File: src/rtl/cursor_regbank_pkg.sv
package cursor_regbank_pkg;
  localparam int DATA_W    = 32;
  localparam int REG_AW    = 4;
  localparam int COORD_W   = 13;
  localparam int HOT_W     = 7;
  localparam int SIZE_W    = 7;
  localparam int COLOR_W   = 24;
  localparam int SURF_W    = 40;
  localparam int PAGE_BITS = 12;
  localparam int HALF      = DATA_W / 2;
  localparam int SURF_HI_W = SURF_W - DATA_W;
  localparam int LO_KEEP_W = DATA_W - PAGE_BITS;
  localparam int SURF_KEEP = SURF_W - PAGE_BITS;

  localparam logic [REG_AW-1:0] OFS_CTRL    = 4'd0;
  localparam logic [REG_AW-1:0] OFS_POS     = 4'd1;
  localparam logic [REG_AW-1:0] OFS_HOT     = 4'd2;
  localparam logic [REG_AW-1:0] OFS_SIZE    = 4'd3;
  localparam logic [REG_AW-1:0] OFS_COL1    = 4'd4;
  localparam logic [REG_AW-1:0] OFS_COL2    = 4'd5;
  localparam logic [REG_AW-1:0] OFS_SURF_HI = 4'd6;
  localparam logic [REG_AW-1:0] OFS_SURF_LO = 4'd7;

  localparam int CB_EN    = 0;
  localparam int CB_MODE  = 1;
  localparam int CB_MAG   = 3;
  localparam int CB_CLAMP = 4;
  localparam int CB_LOCK  = 8;

  typedef enum logic [1:0] {
    CUR_MONO     = 2'd0,
    CUR_AND_MASK = 2'd1,
    CUR_PREMUL   = 2'd2,
    CUR_STRAIGHT = 2'd3
  } cur_mode_e;

  typedef struct packed {
    logic                 en;
    cur_mode_e            mode;
    logic                 mag;
    logic                 clamp;
    logic [COORD_W-1:0]   px;
    logic [COORD_W-1:0]   py;
    logic [HOT_W-1:0]     hx;
    logic [HOT_W-1:0]     hy;
    logic [SIZE_W-1:0]    wm1;
    logic [SIZE_W-1:0]    hm1;
    logic [COLOR_W-1:0]   col1;
    logic [COLOR_W-1:0]   col2;
    logic [SURF_KEEP-1:0] surf;
  } cur_regs_t;
endpackage

File: src/rtl/cursor_host_wr.sv
module cursor_host_wr
  import cursor_regbank_pkg::*;
(
  input  logic              clk,
  input  logic              rst,
  input  logic              wr_en,
  input  logic [REG_AW-1:0] wr_addr,
  input  logic [DATA_W-1:0] wr_data,
  output cur_regs_t         pend,
  output logic              lock,
  output logic              wr_hit
);
  logic [SURF_HI_W-1:0] hi_stage;

  // Every mapped offset except the staged high address marks a pending change
  assign wr_hit = wr_en && (wr_addr <= OFS_SURF_LO) && (wr_addr != OFS_SURF_HI);

  always_ff @(posedge clk) begin
    if (rst) begin
      pend     <= '0;
      lock     <= 1'b0;
      hi_stage <= '0;
    end else if (wr_en) begin
      case (wr_addr)
        OFS_CTRL: begin
          pend.en    <= wr_data[CB_EN];
          pend.mode  <= cur_mode_e'(wr_data[CB_MODE +: 2]);
          pend.mag   <= wr_data[CB_MAG];
          pend.clamp <= wr_data[CB_CLAMP];
          lock       <= wr_data[CB_LOCK];
        end
        OFS_POS: begin
          pend.px <= wr_data[COORD_W-1:0];
          pend.py <= wr_data[HALF +: COORD_W];
        end
        OFS_HOT: begin
          pend.hx <= wr_data[HOT_W-1:0];
          pend.hy <= wr_data[HALF +: HOT_W];
        end
        OFS_SIZE: begin
          pend.wm1 <= wr_data[SIZE_W-1:0];
          pend.hm1 <= wr_data[HALF +: SIZE_W];
        end
        OFS_COL1:    pend.col1 <= wr_data[COLOR_W-1:0];
        OFS_COL2:    pend.col2 <= wr_data[COLOR_W-1:0];
        OFS_SURF_HI: hi_stage  <= wr_data[SURF_HI_W-1:0];
        OFS_SURF_LO: pend.surf <= {hi_stage, wr_data[DATA_W-1:PAGE_BITS]};
        default: ;
      endcase
    end
  end

  // a high-half address write only stages, pending copy untouched
  a_r7_hi_staged_only: assert property (@(posedge clk) disable iff (rst)
    (wr_en && wr_addr == OFS_SURF_HI) |=> $stable(pend));

  // unmapped offsets leave the pending copy and lock alone
  a_r12_unmapped_quiet: assert property (@(posedge clk) disable iff (rst)
    (wr_en && wr_addr > OFS_SURF_LO) |=> ($stable(pend) && $stable(lock)));
endmodule

File: src/rtl/cursor_commit_ctl.sv
module cursor_commit_ctl (
  input  logic clk,
  input  logic rst,
  input  logic wr_hit,
  input  logic lock,
  output logic commit_en,
  output logic commit_stb
);
  logic dirty;

  assign commit_en = dirty && !lock;

  always_ff @(posedge clk) begin
    if (rst) begin
      dirty      <= 1'b0;
      commit_stb <= 1'b0;
    end else begin
      if (wr_hit)         dirty <= 1'b1;
      else if (commit_en) dirty <= 1'b0;
      commit_stb <= commit_en;
    end
  end

  // no strobe for an edge at which the lock was held
  a_r9_no_commit_locked: assert property (@(posedge clk) disable iff (rst)
    commit_stb |-> !$past(lock));

  // pending work with the lock clear must produce a commit
  a_r10_release_commits: assert property (@(posedge clk) disable iff (rst)
    ($past(dirty) && !$past(lock)) |-> commit_stb);
endmodule

File: src/rtl/cursor_active_regs.sv
module cursor_active_regs
  import cursor_regbank_pkg::*;
(
  input  logic                 clk,
  input  logic                 rst,
  input  logic                 commit_en,
  input  cur_regs_t            pend,
  output logic                 cur_enable,
  output logic [1:0]           cur_mode,
  output logic                 cur_magnify,
  output logic                 cur_inv_clamp,
  output logic [COORD_W-1:0]   cur_pos_x,
  output logic [COORD_W-1:0]   cur_pos_y,
  output logic [HOT_W-1:0]     cur_hot_x,
  output logic [HOT_W-1:0]     cur_hot_y,
  output logic [SIZE_W:0]      cur_width,
  output logic [SIZE_W:0]      cur_height,
  output logic [COLOR_W-1:0]   cur_color1,
  output logic [COLOR_W-1:0]   cur_color2,
  output logic [SURF_W-1:0]    cur_surf_addr
);
  localparam logic [SIZE_W:0] ONE = (SIZE_W+1)'(1);

  always_ff @(posedge clk) begin
    if (rst) begin
      cur_enable    <= 1'b0;
      cur_mode      <= CUR_MONO;
      cur_magnify   <= 1'b0;
      cur_inv_clamp <= 1'b0;
      cur_pos_x     <= '0;
      cur_pos_y     <= '0;
      cur_hot_x     <= '0;
      cur_hot_y     <= '0;
      cur_width     <= ONE;
      cur_height    <= ONE;
      cur_color1    <= '0;
      cur_color2    <= '0;
      cur_surf_addr <= '0;
    end else if (commit_en) begin
      cur_enable    <= pend.en;
      cur_mode      <= pend.mode;
      cur_magnify   <= pend.mag;
      cur_inv_clamp <= pend.clamp;
      cur_pos_x     <= pend.px;
      cur_pos_y     <= pend.py;
      cur_hot_x     <= pend.hx;
      cur_hot_y     <= pend.hy;
      cur_width     <= {1'b0, pend.wm1} + ONE;
      cur_height    <= {1'b0, pend.hm1} + ONE;
      cur_color1    <= pend.col1;
      cur_color2    <= pend.col2;
      cur_surf_addr <= {pend.surf, {PAGE_BITS{1'b0}}};
    end
  end
endmodule

File: src/rtl/cursor_regbank.sv
module cursor_regbank
  import cursor_regbank_pkg::*;
(
  input  logic                 clk,
  input  logic                 rst,
  input  logic                 wr_en,
  input  logic [REG_AW-1:0]    wr_addr,
  input  logic [DATA_W-1:0]    wr_data,
  output logic                 cur_enable,
  output logic [1:0]           cur_mode,
  output logic                 cur_magnify,
  output logic                 cur_inv_clamp,
  output logic [COORD_W-1:0]   cur_pos_x,
  output logic [COORD_W-1:0]   cur_pos_y,
  output logic [HOT_W-1:0]     cur_hot_x,
  output logic [HOT_W-1:0]     cur_hot_y,
  output logic [SIZE_W:0]      cur_width,
  output logic [SIZE_W:0]      cur_height,
  output logic [COLOR_W-1:0]   cur_color1,
  output logic [COLOR_W-1:0]   cur_color2,
  output logic [SURF_W-1:0]    cur_surf_addr,
  output logic                 commit_stb
);
  cur_regs_t pend;
  logic      lock, wr_hit, commit_en;

  cursor_host_wr u_host (
    .clk, .rst, .wr_en, .wr_addr, .wr_data,
    .pend, .lock, .wr_hit
  );

  cursor_commit_ctl u_commit (
    .clk, .rst, .wr_hit, .lock, .commit_en, .commit_stb
  );

  cursor_active_regs u_active (
    .clk, .rst, .commit_en, .pend,
    .cur_enable, .cur_mode, .cur_magnify, .cur_inv_clamp,
    .cur_pos_x, .cur_pos_y, .cur_hot_x, .cur_hot_y,
    .cur_width, .cur_height, .cur_color1, .cur_color2, .cur_surf_addr
  );

  // active outputs only move in a strobe cycle
  a_r2_change_needs_stb: assert property (@(posedge clk) disable iff (rst)
    !commit_stb |-> $stable({cur_enable, cur_mode, cur_magnify, cur_inv_clamp,
                             cur_pos_x, cur_pos_y, cur_hot_x, cur_hot_y,
                             cur_width, cur_height, cur_color1, cur_color2,
                             cur_surf_addr}));

  // a held lock freezes the active copy
  a_r9_locked_hold: assert property (@(posedge clk) disable iff (rst)
    $past(lock) |-> ($stable(cur_surf_addr) && $stable(cur_width) &&
                     $stable(cur_pos_x) && !commit_stb));
endmodule

File: config.mk
export PLATFORM = sky130hd
export DESIGN_NAME = cursor_regbank
export DESIGN_NICKNAME = d
export VERILOG_FILES = /design/src/rtl/cursor_regbank_pkg.sv /design/src/rtl/cursor_host_wr.sv /design/src/rtl/cursor_commit_ctl.sv /design/src/rtl/cursor_active_regs.sv /design/src/rtl/cursor_regbank.sv
export SDC_FILE = /design/constraint.sdc
export NUM_CORES = 1
export LEC_CHECK = 0
export ABC_AREA = 1
export CAP_MARGIN = 20
export CORE_MARGIN = 8
export CORE_UTILIZATION = 53
export DETAILED_ROUTE_END_ITERATION = 12
export PLACE_DENSITY = 0.8
export SETUP_SLACK_MARGIN = 0.2
export SLEW_MARGIN = 10
export SYNTH_ARGS = -nofsm -noshare
export SYNTH_HDL_FRONTEND = slang
export SYNTH_HIERARCHICAL = 1
export SYNTH_SLANG_ARGS = --single-unit
export TNS_END_PERCENT = 20
File: constraint.sdc
create_clock -name clk -period 1.5 [get_ports clk]
set_input_delay 0.225 -clock clk [delete_from_list [all_inputs] [get_ports clk]]
set_output_delay 0.225 -clock clk [all_outputs]
set_load 0.02 [all_outputs]
==> metrics.md <==
| Metric | Value |
|---|---|
| Cells along the critical path | clkdlybuf4s15_2 |
| Core Rows | 52 |
| Startpoint types | flip-flop |
| IO buf count | between 150 and 200 |
| CTS H-tree depth | 1 |
| Clk_skew | between 0.01 and 0.015 ns |
| Hold Path Class | in2reg |
| Clock tree buffer depth | 3 |
| Fin worst setup slack | between 0.1 and 0.15 ns |
| Worst hold stages | 4 |
| Max_cap viols | 0 |
| WP data arrival | approximately 1.2 ns |
| Commonest cells in the netlist | nor2_1, dfxtp_1, nand2_1, o21ai_0, inv_1 |
| Top-area cell type share of the netlist area | between 50% and 60% |
| IO Pins | around 190 |
| Data required time at the worst endpoint | approximately 1.3 ns |
| Distinct cell type count after synthesis | 27 |
| GRT Overall Usage | a little under a quarter |
| DRT antenna net count | 0 |
| CP Class | reg2out |
| Dominant cell type by area after synthesis | dfxtp_1 |
| Synth Warn # | 6 |
| Most frequent cell after synthesis | nor2_1 |
| Via count | just over 10,000 |
| Fmax | around 730 MHz |
| Die area | around 26,000 um2 |
| Core area | about 20,000 um2 |
| WP buf/inv | 1 |
| DRT iter0 DRCs | approximately 960 |
| WL per Instance | roughly 16 um |
| Util after Layout | between 70% and 80% |
| Drt drc | 0 |
| Pleak | 6.67 nW |
| Worst-skew pair later-pin latency | approximately 0.53 ns |
| Number of flops mapped to enable cells by yosys | 0 |
| Async set or reset register ratio after synthesis | 0% |
| PD cells | roughly 1200 nW/um2 |
| Routability cong. | approximately 0.84 |
| Clock-pin slew on the worst setup and hold paths | about 0.060 ns |
| Layout Nets | between 1,500 and 2,000 |
| Area Growth Syn to Fin | 31.6% |
| Cell count after synthesis | ~1,500 |
| Final slew viol count | 0 |
| Total clock sinks | ~280 |
| CTS root buf | clkbuf_16 |
| Register bit total from synthesis | ~280 |
| Fillers | around 1,600 |
| Worst reg-to-reg path cell count | 9 |
| Worst setup EP type | output pin |
| Post-synthesis average cell area | 7.17 um2 |
| Antenna violations before repair | 1 |
| Chip Height | between 150 and 200 um |
| Pin count of the biggest net entering global routing | 85 |
| Setup TNS | 0 ns |
| Overflow after GRT | 0 |
| CP delay by family, top | flip-flops |
| Horiz. Die Dim | between 150 and 200 um |
| Worst path max stage delay | around 0.35 ns |
| DP Wirelength | 20,400 um |
| Share of layout cells above drive strength 1 | roughly 17% |
| TritonRoute pass-1 iters | 5 |
| Final Critical Period | about 1.4 ns |
| Vias in the first global route | roughly 9,700 |
| CP Depth | 1 |
| Status | finished, final reports clean |
| Sequential share of the synthesized area | approximately half |
| First-pass GRT wire length | approximately 49,000 um |
| Worst VDD drop | 1.02 mV |
| Worst slack, placed | -0.173 ns |
| Post-Syn Area | approximately 11,000 um2 |
| RSZ-0062 raised after global routing | yes |
| Period utilisation layout | 91.6% |
| Via density | 5.14 |
| Setup violators final | 0 |
| Initial core utilization | around 54% |
| Main area contributors after synthesis | dfxtp_1, nor2_1, nand2_1 |
| Slowest cell on crit path | dfxtp_1 |
| CTS tree | yes |
| Total CTS buffers | 28 |
| Top_reg_cell synth | dfxtp_1 |
| Final hold vios | 0 |
| CP max FO | 2 |
| Drt total wl | around 33,000 um |
power breakdown:
| group | internal (W) | leakage [nW] | total [W] | switching, W |
|---|---|---|---|---|
| registers | 0.00779 | 2.30 | 0.00794 | 0.000149 |
| logic | 0.000726 | 3.90 | 0.00188 | 0.00115 |
| clock network | 0.00434 | 0.466 | 0.00722 | 0.00288 |
area by class of cell:
class,instances,area (um2),area share [%]
Sequential cell,283,5670,39.2
Clock buffer,46,880,6.09
Clock inverter,5,86.3,0.597
Multi-Input combinational cell,1062,4450,30.8
Antenna cell,1,2.50,0.0173
Inverter,92,357,2.47
Timing Repair Buffer,252,2670,18.4
Tap cell,270,338,2.34
cells by family after synthesis:
family / Yosys count / synth area share [%]
DFF: 283 / 51.6
adders and majority gates: 2 / 0.228
other: 1 / 0.0341
and+or+nand+nor: 903 / 32.3
AOI/OAI and AO/OA: 142 / 6.57
buffers and inverters: 198 / 9.09
xor gates and xnor gates: 3 / 0.239
layer usage:
layer | GRT usage, % | wire [um] | up-vias
li1 | - | - | 5067
met1 | 29.7 | 13800 | 4772
met2 | 37.0 | 15200 | 422
met3 | 5.84 | 3070 | 73
met4 | 7.69 | 1090 | 0
met5 | 0.197 | 0 | -
state kept, by name, summed over array words and instances, names as in the netlist, 2 cells and up:
name                    cells
u_active/cur_color1        24
u_active/cur_color2        24
u_active/cur_height         8
u_active/cur_hot_x          7
u_active/cur_hot_y          7
u_active/cur_mode           2
u_active/cur_pos_x         13
u_active/cur_pos_y         13
u_active/cur_surf_addr     28
u_active/cur_width          8
u_host/hi_stage             8
u_host/pend               135
tightest hold or removal path, cell delays in order:
cell and delay [ns]:
buf_2 0.16, nand4_1 0.10, nand2_1 0.06, nor2_1 0.07
final timing paths:
path | start | slack, ns | end
hold / removal | wr_en | 0.12 | u_host/pend[103]
hold reg to reg | u_commit/dirty | 0.48 | u_commit/commit_stb
setup / recovery | u_active/cur_pos_x[6] | 0.13 | cur_pos_x[6]
setup reg to reg | u_commit/dirty | 0.22 | u_active/cur_width[2]
cell usage in the layout, fill, tap and decap left out, types with 2 or more instances in the layout:
cell             instances
nor2_1                 540
dfxtp_1                278
nand2_1                275
o21ai_0                122
inv_1                   87
clkdlybuf4s15_2         79
buf_4                   42
nand4_1                 42
buf_2                   40
clkbuf_16               38
clkdlybuf4s50_1         37
buf_12                  25
nor2_2                  23
nand3_1                 14
conb_1                  12
clkbuf_2                11
clkbuf_8                 9
clkbuf_1                 8
o21ai_1                  8
buf_6                    7
a21oi_1                  6
nor2_4                   6
dfxtp_2                  5
xor2_1                   3
bufinv_16                2
clkinvlp_4               2
inv_8                    2
o21ai_2                  2
o21bai_1                 2
ha_1                     2
buf_8                    2
inv_2                    2
nand3_2                  2
stage by stage:
stage	hold slack, ns	instances	area (um2)	total power [W]
2_1_floorplan	0.287	1543	11000	0.00909
3_3_place_gp	0.444	1939	13200	0.00989
3_5_place_dp	0.468	1939	13200	0.00992
4_1_cts	0.102	1990	14100	0.0170
5_1_grt	0.155	2011	14500	0.0176
6_report	0.125	2011	14500	0.0170
repair_timing:
item | CTS | global route
pin swaps | 0 | 12
setup endpoints to repair | 195 | 255
buffers inserted | 0 | 6
resized for setup | 449 | 75
gates cloned | 0 | 14
hold buffers | 0 | 0
No activity file was read; power rests on OpenSTA's default activity.
